<file path="src/rtl/ddr_seq_pkg.sv">
package ddr_seq_pkg;

  typedef enum logic [3:0] {
    CMD_ACT   = 4'b0011,
    CMD_WRITE = 4'b0100,
    CMD_READ  = 4'b0101,
    CMD_NOP   = 4'b0111
  } cmd_e;

  function automatic int unsigned ceil_cycles(int unsigned min_ps, int unsigned tck_ps);
    int unsigned c;
    c = (min_ps + tck_ps - 1) / tck_ps;
    return (c < 1) ? 1 : c;
  endfunction

endpackage

</file>
<file path="src/rtl/ddr_gap_timer.sv">
module ddr_gap_timer #(
  parameter int unsigned CYC = 2
) (
  input  logic clk_i,
  input  logic rst_ni,
  input  logic load_i,
  output logic ok_o
);
  localparam int unsigned W     = (CYC < 2) ? 1 : $clog2(CYC);
  localparam int unsigned LOADV = CYC - 1;

  logic [W-1:0] cnt_q;

  always_ff @(posedge clk_i or negedge rst_ni) begin
    if (!rst_ni)          cnt_q <= '0;
    else if (load_i)      cnt_q <= W'(LOADV);
    else if (cnt_q != '0) cnt_q <= cnt_q - 1'b1;
  end

  assign ok_o = (cnt_q == '0);

endmodule

</file>
<file path="src/rtl/ddr_bank_rows.sv">
module ddr_bank_rows #(
  parameter int unsigned NUM_BANKS = 4,
  parameter int unsigned ROW_W     = 13,
  localparam int unsigned BA_W     = $clog2(NUM_BANKS)
) (
  input  logic                             clk_i,
  input  logic                             rst_ni,
  input  logic                             act_i,
  input  logic                             close_i,
  input  logic [BA_W-1:0]                  bank_i,
  input  logic [ROW_W-1:0]                 row_i,
  output logic [NUM_BANKS-1:0]             open_o,
  output logic [NUM_BANKS-1:0][ROW_W-1:0]  row_o
);

  for (genvar b = 0; b < NUM_BANKS; b++) begin : g_bank
    logic sel;
    assign sel = (bank_i == BA_W'(b));

    always_ff @(posedge clk_i or negedge rst_ni) begin
      if (!rst_ni) begin
        open_o[b] <= 1'b0;
        row_o[b]  <= '0;
      end else if (act_i && sel) begin
        open_o[b] <= 1'b1;
        row_o[b]  <= row_i;
      end else if (close_i && sel) begin
        open_o[b] <= 1'b0;
      end
    end
  end

endmodule

</file>
<file path="src/rtl/ddr_cmd_reg.sv">
module ddr_cmd_reg
  import ddr_seq_pkg::*;
#(
  parameter int unsigned NUM_BANKS = 4,
  parameter int unsigned ROW_W     = 13,
  parameter int unsigned COL_W     = 10,
  parameter int unsigned ADDR_W    = 13,
  parameter int unsigned AP_BIT    = 10,
  localparam int unsigned BA_W     = $clog2(NUM_BANKS)
) (
  input  logic              clk_i,
  input  logic              rst_ni,
  input  logic              act_i,
  input  logic              col_i,
  input  logic              write_i,
  input  logic              autopre_i,
  input  logic [BA_W-1:0]   bank_i,
  input  logic [ROW_W-1:0]  row_i,
  input  logic [COL_W-1:0]  col_addr_i,
  output logic [3:0]        cmd_o,
  output logic [BA_W-1:0]   ba_o,
  output logic [ADDR_W-1:0] addr_o
);
  cmd_e              cmd_d;
  logic [BA_W-1:0]   ba_d;
  logic [ADDR_W-1:0] addr_d;

  always_comb begin
    cmd_d  = CMD_NOP;
    ba_d   = '0;
    addr_d = '0;
    if (act_i) begin
      cmd_d  = CMD_ACT;
      ba_d   = bank_i;
      addr_d = ADDR_W'(row_i);
    end else if (col_i) begin
      cmd_d          = write_i ? CMD_WRITE : CMD_READ;
      ba_d           = bank_i;
      addr_d         = ADDR_W'(col_addr_i);
      addr_d[AP_BIT] = autopre_i;
    end
  end

  always_ff @(posedge clk_i or negedge rst_ni) begin
    if (!rst_ni) begin
      cmd_o  <= CMD_NOP;
      ba_o   <= '0;
      addr_o <= '0;
    end else begin
      cmd_o  <= cmd_d;
      ba_o   <= ba_d;
      addr_o <= addr_d;
    end
  end

endmodule

</file>
<file path="src/rtl/ddr_act_seq.sv">
module ddr_act_seq
  import ddr_seq_pkg::*;
#(
  parameter int unsigned NUM_BANKS = 4,
  parameter int unsigned ROW_W     = 13,
  parameter int unsigned COL_W     = 10,
  parameter int unsigned ADDR_W    = 13,
  parameter int unsigned AP_BIT    = 10,
  parameter int unsigned TCK_PS    = 8000,
  parameter int unsigned TRRD_PS   = 12000,
  parameter int unsigned TRCD_PS   = 20000,
  localparam int unsigned BA_W     = $clog2(NUM_BANKS)
) (
  input  logic              clk_i,
  input  logic              rst_ni,
  input  logic              req_valid_i,
  input  logic [BA_W-1:0]   req_bank_i,
  input  logic [ROW_W-1:0]  req_row_i,
  input  logic [COL_W-1:0]  req_col_i,
  input  logic              req_write_i,
  input  logic              req_autopre_i,
  output logic              req_ready_o,
  output logic              cmd_cs_n_o,
  output logic              cmd_ras_n_o,
  output logic              cmd_cas_n_o,
  output logic              cmd_we_n_o,
  output logic [BA_W-1:0]   cmd_ba_o,
  output logic [ADDR_W-1:0] cmd_addr_o
);
  localparam int unsigned RRD_CYC = ceil_cycles(TRRD_PS, TCK_PS);
  localparam int unsigned RCD_CYC = ceil_cycles(TRCD_PS, TCK_PS);
  localparam int unsigned MAX_CYC = (RRD_CYC > RCD_CYC) ? RRD_CYC : RCD_CYC;
  localparam int unsigned SW      = $clog2(MAX_CYC + 1) + 1;

  logic [NUM_BANKS-1:0]            open_w;
  logic [NUM_BANKS-1:0][ROW_W-1:0] row_w;
  logic [NUM_BANKS-1:0]            rcd_ok_w;
  logic                            rrd_ok_w;
  logic                            hit_w, do_act, do_col;
  logic [3:0]                      cmd_w;

  assign hit_w       = open_w[req_bank_i] && (row_w[req_bank_i] == req_row_i);
  assign req_ready_o = hit_w && rcd_ok_w[req_bank_i];
  assign do_col      = req_valid_i && req_ready_o;
  assign do_act      = req_valid_i && !hit_w && rrd_ok_w;

  ddr_gap_timer #(.CYC(RRD_CYC)) i_rrd (
    .clk_i, .rst_ni, .load_i(do_act), .ok_o(rrd_ok_w)
  );

  for (genvar b = 0; b < NUM_BANKS; b++) begin : g_rcd
    ddr_gap_timer #(.CYC(RCD_CYC)) i_rcd (
      .clk_i, .rst_ni,
      .load_i(do_act && (req_bank_i == BA_W'(b))),
      .ok_o  (rcd_ok_w[b])
    );
  end

  ddr_bank_rows #(.NUM_BANKS(NUM_BANKS), .ROW_W(ROW_W)) i_rows (
    .clk_i, .rst_ni,
    .act_i  (do_act),
    .close_i(do_col && req_autopre_i),
    .bank_i (req_bank_i),
    .row_i  (req_row_i),
    .open_o (open_w),
    .row_o  (row_w)
  );

  ddr_cmd_reg #(
    .NUM_BANKS(NUM_BANKS), .ROW_W(ROW_W), .COL_W(COL_W),
    .ADDR_W(ADDR_W), .AP_BIT(AP_BIT)
  ) i_cmd (
    .clk_i, .rst_ni,
    .act_i     (do_act),
    .col_i     (do_col),
    .write_i   (req_write_i),
    .autopre_i (req_autopre_i),
    .bank_i    (req_bank_i),
    .row_i     (req_row_i),
    .col_addr_i(req_col_i),
    .cmd_o     (cmd_w),
    .ba_o      (cmd_ba_o),
    .addr_o    (cmd_addr_o)
  );

  assign {cmd_cs_n_o, cmd_ras_n_o, cmd_cas_n_o, cmd_we_n_o} = cmd_w;

  // bus-side gap counters for the timing checks
  logic          bus_act, bus_col;
  logic [SW-1:0] since_act_q;
  assign bus_act = (cmd_w == CMD_ACT);
  assign bus_col = (cmd_w == CMD_READ) || (cmd_w == CMD_WRITE);

  always_ff @(posedge clk_i or negedge rst_ni) begin
    if (!rst_ni)                           since_act_q <= SW'(RRD_CYC);
    else if (bus_act)                      since_act_q <= SW'(1);
    else if (since_act_q < SW'(RRD_CYC))   since_act_q <= since_act_q + 1'b1;
  end

  AST_ACT_GAP: assert property (@(posedge clk_i) disable iff (!rst_ni)
    bus_act |-> since_act_q >= SW'(RRD_CYC));

  for (genvar b = 0; b < NUM_BANKS; b++) begin : g_chk
    logic [SW-1:0] since_q;
    always_ff @(posedge clk_i or negedge rst_ni) begin
      if (!rst_ni)                                   since_q <= SW'(RCD_CYC);
      else if (bus_act && cmd_ba_o == BA_W'(b))      since_q <= SW'(1);
      else if (since_q < SW'(RCD_CYC))               since_q <= since_q + 1'b1;
    end
    AST_COL_GAP: assert property (@(posedge clk_i) disable iff (!rst_ni)
      (bus_col && cmd_ba_o == BA_W'(b)) |-> since_q >= SW'(RCD_CYC));
  end

  AST_LEGAL_CMD: assert property (@(posedge clk_i) disable iff (!rst_ni)
    bus_act || bus_col || cmd_w == CMD_NOP);

  AST_ACT_TRACK: assert property (@(posedge clk_i) disable iff (!rst_ni)
    bus_act |-> open_w[cmd_ba_o] && row_w[cmd_ba_o] == cmd_addr_o[ROW_W-1:0]);

  AST_AP_CLOSES: assert property (@(posedge clk_i) disable iff (!rst_ni)
    (bus_col && cmd_addr_o[AP_BIT]) |-> !open_w[cmd_ba_o]);

  AST_NOP_QUIET: assert property (@(posedge clk_i) disable iff (!rst_ni)
    (cmd_w == CMD_NOP) |-> cmd_ba_o == '0 && cmd_addr_o == '0);

  AST_ACCEPT_COL: assert property (@(posedge clk_i) disable iff (!rst_ni)
    (req_valid_i && req_ready_o) |=> bus_col);

endmodule

</file>
<file path="config.mk">
export PLATFORM = sky130hd
export DESIGN_NAME = ddr_act_seq
export DESIGN_NICKNAME = d
export VERILOG_FILES = /design/src/rtl/ddr_seq_pkg.sv /design/src/rtl/ddr_gap_timer.sv /design/src/rtl/ddr_bank_rows.sv /design/src/rtl/ddr_cmd_reg.sv /design/src/rtl/ddr_act_seq.sv
export SDC_FILE = /design/constraint.sdc
export NUM_CORES = 1
export LEC_CHECK = 0
export ABC_AREA = 0
export ABC_CLOCK_PERIOD_IN_PS = 5100
export BUFFER_PORTS_ARGS = -buffer_cell sky130_fd_sc_hd__buf_2
export CAP_MARGIN = 10
export CORE_MARGIN = 1
export CORE_UTILIZATION = 25
export CTS_CLUSTER_SIZE = 10
export DETAILED_ROUTE_END_ITERATION = 12
export SLEW_MARGIN = 20
export SYNTH_ARGS = -nofsm -noshare
export SYNTH_HDL_FRONTEND = slang
export SYNTH_HIERARCHICAL = 1
export SYNTH_SLANG_ARGS = --single-unit
</file>
<file path="constraint.sdc">
create_clock -name clk_i -period 5.1 [get_ports clk_i]
set_input_delay 0.765 -clock clk_i [delete_from_list [all_inputs] [get_ports clk_i]]
set_output_delay 0.765 -clock clk_i [all_outputs]
set_load 0.02 [all_outputs]
</file>
==> results by group, run 1 <==
Status
  • Status: complete, no violations

Timing
  • Worst Tran Pin Value: 0.907 ns
  • RSZ-0062 raised after global routing: no
  • Worst hold slack: around 0.48 ns
  • Peak Freq: 240 MHz
  • Slew headroom: 0.394
  • Clock Skew: 0.00807 ns
  • Tmin final: 4.16 ns
  • Finish-stage setup viols: 0
  • Setup TNS: 0 ns
  • Tcrit/Tclk final: 0.816
  • Final-report hold violation count: 0
  • Max Slew Vio Count: 0
  • Setup ws final: 0.940 ns

Critical path
  • Crit path max fanout: 37
  • Setup CP Type: primary input to flip-flop
  • Crit path DAT: 4.38 ns
  • Type of destination of the critical path: flip-flop
  • Crit start category: primary input
  • Critical Path RT: about 5.3 ns

Clock tree
  • H-Tree Level Count: 3
  • Post-CTS setup buffer count: 0
  • Clock-pin slew on the worst setup and hold paths: 0.06 ns
  • Hold-fix buffers, CTS: 0
  • TritonCTS buffer count: 9
  • CTS tree: built
  • CTS Buffer Depth: 2
  • CTS root buffer: clkbuf_16
  • Clk_lat worst skew: ~0.34 ns
  • Total clock sinks: 83
  • Post-CTS Resized: 0

Finish
  • Syn-to-layout area delta: 19.1%
  • Final Core Density: 0.307
  • Number of antenna diodes: 0
  • Layout cells sized above 1: 0.375
  • Register Area: roughly 0.0021 mm^2
  • Fill count: around 1,500
  • Net count, final: about 380
  • Post-route cell area: 0.00469 mm^2
  • Multi-input logic area: 0.00171 mm^2

Pwr
  • Worst VDD drop: 0.254 mV
  • Sequential share of power: 0.437
  • Net Sw Frac: 0.283
  • Comb pwr share: 0.230
  • PD cells: 423 mW/mm^2
  • Clock Power Share: 0.333
  • Internal power: roughly 0.0014 W
  • P_leak: 2.11 nW
  • Net Switching: 0.000560 W

Placement
  • Number of port buffers: 48
  • Place WS: 0.573 ns
  • DPL Wire Length: ~6000 um
  • RePlAce Congestion: between 0.7 and 0.8
  • Placed inst area: 0.00438 mm^2

Routing
  • Residual DRC: 0
  • Via/cell ratio: roughly 4.5
  • 1st-pass router iterations: 4
  • Antenna-violating nets left: 0
  • DRT Wirelength: 9010 um
  • Wire length on met3: about 340 um
  • Routed length per placed instance: 16.1 um
  • Top Metal Used: met4
  • WL met2: about 4300 um
  • Vias: between 2,000 and 3,000
  • Met1 wire length: ~4300 um
  • DR iter-0 viols: 139

Global routing
  • GR Overflow Total: 0
  • GRT Overall Usage: 0.120
  • Vias in the first global route: 2,654
  • Initial antenna violation count: 0
  • Largest net degree at the start of global routing: 84
  • First-pass GRT wire length: 14,600 um

Logic synthesis
  • Synthesized area: roughly 0.0039 mm^2
  • Synth Register Bits: 83
  • Post-synth top flop: dfrtp_1
  • Synth Net Count: 329
  • Dominant cell type by area after synthesis: dfrtp_1
  • Top post-synthesis cells by count: dfrtp_1, mux2_2, inv_1
  • Synth cell types: 48
  • Cells after Synth: 295
  • Area contributors post-synth: dfrtp_1, mux2_2, mux2i_1
  • Ys async rst share: 1.00
  • Post-synth EDFFs: 0
  • Share of the yosys chip area belonging to registers: 0.529
  • Synthesis warning total: 6
  • Synth top area share: 0.509
  • Syn_area_per_cell: 13.3 um^2
  • Count leader, synth: dfrtp_1

Die
  • Die area: roughly 0.016 mm^2
  • Row Count: 45
  • Die Wd: 127 um
  • IO Count: 50
  • Initial core utilization: 0.258
  • Core footprint: ~0.015 mm^2
  • Die Span Y: roughly 130 um

Job
  • Max cap viols: 0

Hold path
  • Worst min path class: primary input to async pin
==> logic make-up after synthesis <==
group | Yosys count | share of synthesized area
fa+ha+maj | 4 | 0.0127
flops | 83 | 0.529
simple gates | 51 | 0.0804
buf+inv | 29 | 0.0378
other cells | 1 | 0.000953
compound gates | 36 | 0.0680
mux | 73 | 0.231
xor+xnor | 18 | 0.0401
==> per-layer routing <==
layer,global-route usage,vias to the layer above
met3,0.0364,14
met2,0.187,45
li1,-,1166
met4,0.0413,0
met5,0,-
met1,0.157,1299
==> final cells by class <==
type / instances / share of cell area
clock buffers: 10 / 0.0489
clock inverters: 6 / 0.0152
inverters: 16 / 0.0128
multi-input cells: 183 / 0.365
flip-flops and latches: 83 / 0.444
well taps: 211 / 0.0563
repair buffers: 51 / 0.0574
==> registers in the layout, indices dropped and copies added, names as in the netlist <==
signal             flops
i_rows/row_o          52
i_cmd/addr_o          13
g_rcd.i_rcd/cnt_q      8
i_rows/open_o          4
i_cmd/cmd_o            3
i_cmd/ba_o             2
i_rrd/cnt_q            1
==> metrics by stage <==
| stage | cells | total power [W] |
|---|---|---|
| 2_1_floorplan | 295 | 0.00121 |
| 4_1_cts | 560 | 0.00201 |
| 3_3_place_gp | 544 | 0.00130 |
| 3_5_place_dp | 544 | 0.00134 |
| 5_1_grt | 560 | 0.00210 |
| 6_report | 560 | 0.00198 |
==> layout by cell type, fill, tap and decap left out, types with 5 or more instances in the layout <==
cell type  synthesis  routed
dfrtp_1           80      80
mux2_2            52      52
buf_2              5      47
inv_1             16      16
mux2i_1           13      13
xnor2_1           11      11
nand2b_1          10      10
a22o_1            10      10
nand2_1            9       9
clkbuf_16          0       9
xor2_1             7       7
nor2_1             6       6
o21ai_0            5       5
a31oi_1            6       5
==> critical path: stages <==
cell and delay (ns):
buf_2 0.62, mux2i_1 0.30, mux2i_1 0.23, a22oi_1 0.13, nor4_2 0.69, a31oi_2 0.41
nand3b_1 0.81, mux2_2 0.41
==> power groups by stage <==
stage | clock network, W | logic [W] | registers [W]
final | 0.000660 | 0.000455 | 0.000865
after global routing | 0.000708 | 0.000506 | 0.000884
after CTS | 0.000680 | 0.000463 | 0.000866
after detailed placement | 0 | 0.000460 | 0.000876
after global placement | 0 | 0.000434 | 0.000871
after floorplan | 0 | 0.000346 | 0.000861
==> path summary, 6_finish.rpt <==
| check | from | end | slack [ns] | cells after the start |
|---|---|---|---|---|
| max | req_bank_i[1] | i_rows/row_o[21] | 0.94 | 8 |
| min | rst_ni | g_rcd[2].i_rcd/cnt_q[1] | 0.48 | 1 |
| max reg2reg | i_rows/row_o[45] | i_rows/row_o[21] | 1.62 | 7 |
| min reg2reg | g_rcd[0].i_rcd/cnt_q[1] | g_rcd[0].i_rcd/cnt_q[1] | 0.50 | 1 |
| max in group asynchronous | rst_ni | i_rows/open_o[0] | 4.12 | 1 |
| min in group clk_i | g_rcd[0].i_rcd/cnt_q[1] | g_rcd[0].i_rcd/cnt_q[1] | 0.50 | 1 |
Power figures use the tool's default switching activity.
==> run 2, diff against run 1 <==
--- a/config.mk
+++ b/config.mk
@@ -6,7 +6,7 @@
 export NUM_CORES = 1
 export LEC_CHECK = 0
 export ABC_AREA = 0
-export ABC_CLOCK_PERIOD_IN_PS = 5100
+export ABC_CLOCK_PERIOD_IN_PS = 4200
 export BUFFER_PORTS_ARGS = -buffer_cell sky130_fd_sc_hd__buf_2
 export CAP_MARGIN = 10
 export CORE_MARGIN = 1
==> constraint.sdc (replaced) <==
create_clock -name clk_i -period 4.2 [get_ports clk_i]
set_input_delay 0.63 -clock clk_i [delete_from_list [all_inputs] [get_ports clk_i]]
set_output_delay 0.63 -clock clk_i [all_outputs]
set_load 0.02 [all_outputs]
==> run 2 against run 1 <==
  * Core utilization is 0.64 points higher
  * Critical endpoint is now req_ready_o
  * Clock skew hardly changed
  * Largest cell class unchanged
  * Clock power is 31% higher
  * Hold slack worse by 0.14 ns
  * Sequential cell count stayed put
==> results by group, run 2 (same netlist as run 1, synthesis figures left out) <==
Critical path
  • R2r setup slk: between 1 and 1.5 ns
  • Setup CP Type: primary input to primary output
  • Crit start category: primary input
  • Critical Path RT: 3.57 ns
  • RR Startpoint: i_rows/row_o[7]
  • Crit path DAT: 2.71 ns
  • Crit path max fanout: 22
  • Critical path's largest stage delay: between 0.4 and 0.5 ns
  • Type of destination of the critical path: primary output
  • Reg2Reg Depth: 7
  • Worst path most repeated cell: buf_2
  • Slowest cell on the critical path: buf_2
  • Cell Chain, Critical Path: buf_2, mux4_2, xnor2_1, nand2_1, nor4_2, buf_4, and4_1, buf_2
  • Reg2Reg Capture Point: i_rows/open_o[0]

Die
  • Die area: roughly 0.016 mm^2
  • IO Count: 50
  • Row Count: 45
  • Die Wd: between 100 and 150 um
  • Die Span Y: between 100 and 150 um
  • Initial core utilization: 0.258
  • Core footprint: approximately 0.015 mm^2

Finish
  • Max FFs per register: 52
  • Final Core Density: 0.314
  • Number of antenna diodes: 0
  • Most common cell after layout, fill and taps aside: dfrtp_1
  • Largest registers: i_rows/row_o: 52 flops, i_cmd/addr_o: 13 flops, g_rcd.i_rcd/cnt_q: 8 flops
  • Most frequent cells in the layout: dfrtp_1, mux2_2, buf_2
  • Syn-to-layout area delta: 21.6%
  • Layout cells sized above 1: 0.389
  • Net count, final: 386
  • Final Non-Filler Cells: 568
  • Most flop-heavy register: i_rows/row_o

Pwr
  • P_leak: 2.17 nW
  • Pwr Total: around 0.0025 W
  • Worst VDD drop: 0.197 mV
  • PD cells: 515 mW/mm^2

Timing
  • Clock Skew: roughly 0.0080 ns
  • Worst hold slack: 0.340 ns
  • Slew headroom: 0.480
  • Tcrit/Tclk final: 0.795
  • Peak Freq: 300 MHz
  • Worst Tran Pin Value: 0.780 ns
  • Tmin final: ~3.3 ns
  • Finish-stage setup viols: 0
  • Setup TNS: 0 ns
  • Final-report hold violation count: 0
  • Max Slew Vio Count: 0
  • RSZ-0062 raised after global routing: no

Clock tree
  • Hold-fix buffers, CTS: 0
  • Post-CTS setup buffer count: 0
  • Post-CTS Resized: 0
  • Total clock sinks: 83
  • Clock-pin slew on the worst setup and hold paths: around 0.060 ns
  • CTS root buffer: clkbuf_16
  • Clk_lat worst skew: about 0.34 ns
  • H-Tree Level Count: 3
  • CTS tree: built
  • TritonCTS buffer count: 9
  • CTS Buffer Depth: 2

Job
  • Max cap viols: 0

Placement
  • Number of port buffers: 48
  • RePlAce Congestion: 0.768
  • Inst Count DP: roughly 550
  • DPL Wire Length: between 6000 and 7000 um

Routing
  • Wire length on met3: about 500 um
  • DRT Wirelength: 8780 um
  • Residual DRC: 0
  • Via/cell ratio: 4.41
  • Routed length per placed instance: 15.5 um
  • Vias: around 2,500
  • Top Metal Used: met4
  • DR iter-0 viols: 114
  • WL met2: approximately 4200 um
  • 1st-pass router iterations: 4
  • Antenna-violating nets left: 0
  • Met1 wire length: 3960 um

Global routing
  • Initial antenna violation count: 0
  • Vias in the first global route: around 2,600
  • GR Overflow Total: 0
  • First-pass GRT wire length: around 14,000 um
  • GRT Overall Usage: 0.117
  • Largest net degree at the start of global routing: 84

Hold path
  • Worst min path class: primary input to async pin

Status
  • Status: complete, no violations
## run 2: changes by cell type in the layout (fill, tap and decap cells not counted)
cell	previous run	this run
inv_6	3	1
clkinv_4	0	1
buf_4	3	10
clkinvlp_4	2	1
buf_12	0	1
bufinv_16	1	2
inv_8	0	1
## run 2: worst max path at each step
stage	start	end	slack, ns	cells past startpoint
floorplan	req_bank_i[1]	i_rows/row_o[10]	0.93	10
global placement	req_bank_i[0]	i_cmd/addr_o[7]	0.69	8
detailed placement	req_bank_i[1]	i_rows/open_o[0]	0.55	8
CTS	req_bank_i[1]	req_ready_o	0.81	8
global route	req_bank_i[1]	req_ready_o	0.68	8
finish	req_bank_i[1]	req_ready_o	0.86	8
## run 2: metal layers
metal	track usage	vias up
met5	0	-
met3	0.0327	10
met1	0.154	1251
met4	0.0357	0
li1	-	1183
met2	0.186	63
## run 2: report_power, final
| group | internal [W] | switching (W) | total (W) |
|---|---|---|---|
| logic | 0.000297 | 0.000260 | 0.000557 |
| registers | 0.000966 | 0.0000793 | 0.00105 |
| clock network | 0.000528 | 0.000334 | 0.000863 |
| total | 0.00179 | 0.000674 | 0.00247 |
## run 2: area by class of cell
cell class                 count  area, um^2
clock buffer                  10         229
clock inverter                 6        96.3
fill                        1556       10500
inverter                      16        60.1
multi-input combinational    183        1710
sequential                    83        2080
tap                          211         264
timing repair buffer          59         342
## run 2: critical path: cells and delay by family
kind,cells,cell delay (ns)
xor+xnor,1,0.15
buf+inv,3,0.85
mux,1,0.41
simple gates,3,0.65
## run 2: through the flow
| step | setup slack (ns) | area (um^2) |
|---|---|---|
| final | 0.862 | 4780 |
| after global routing | 0.675 | 4780 |
| after CTS | 0.813 | 4780 |
| after detailed placement | 0.548 | 4460 |
| after global placement | 0.686 | 4460 |
| after floorplan | 0.927 | 3940 |
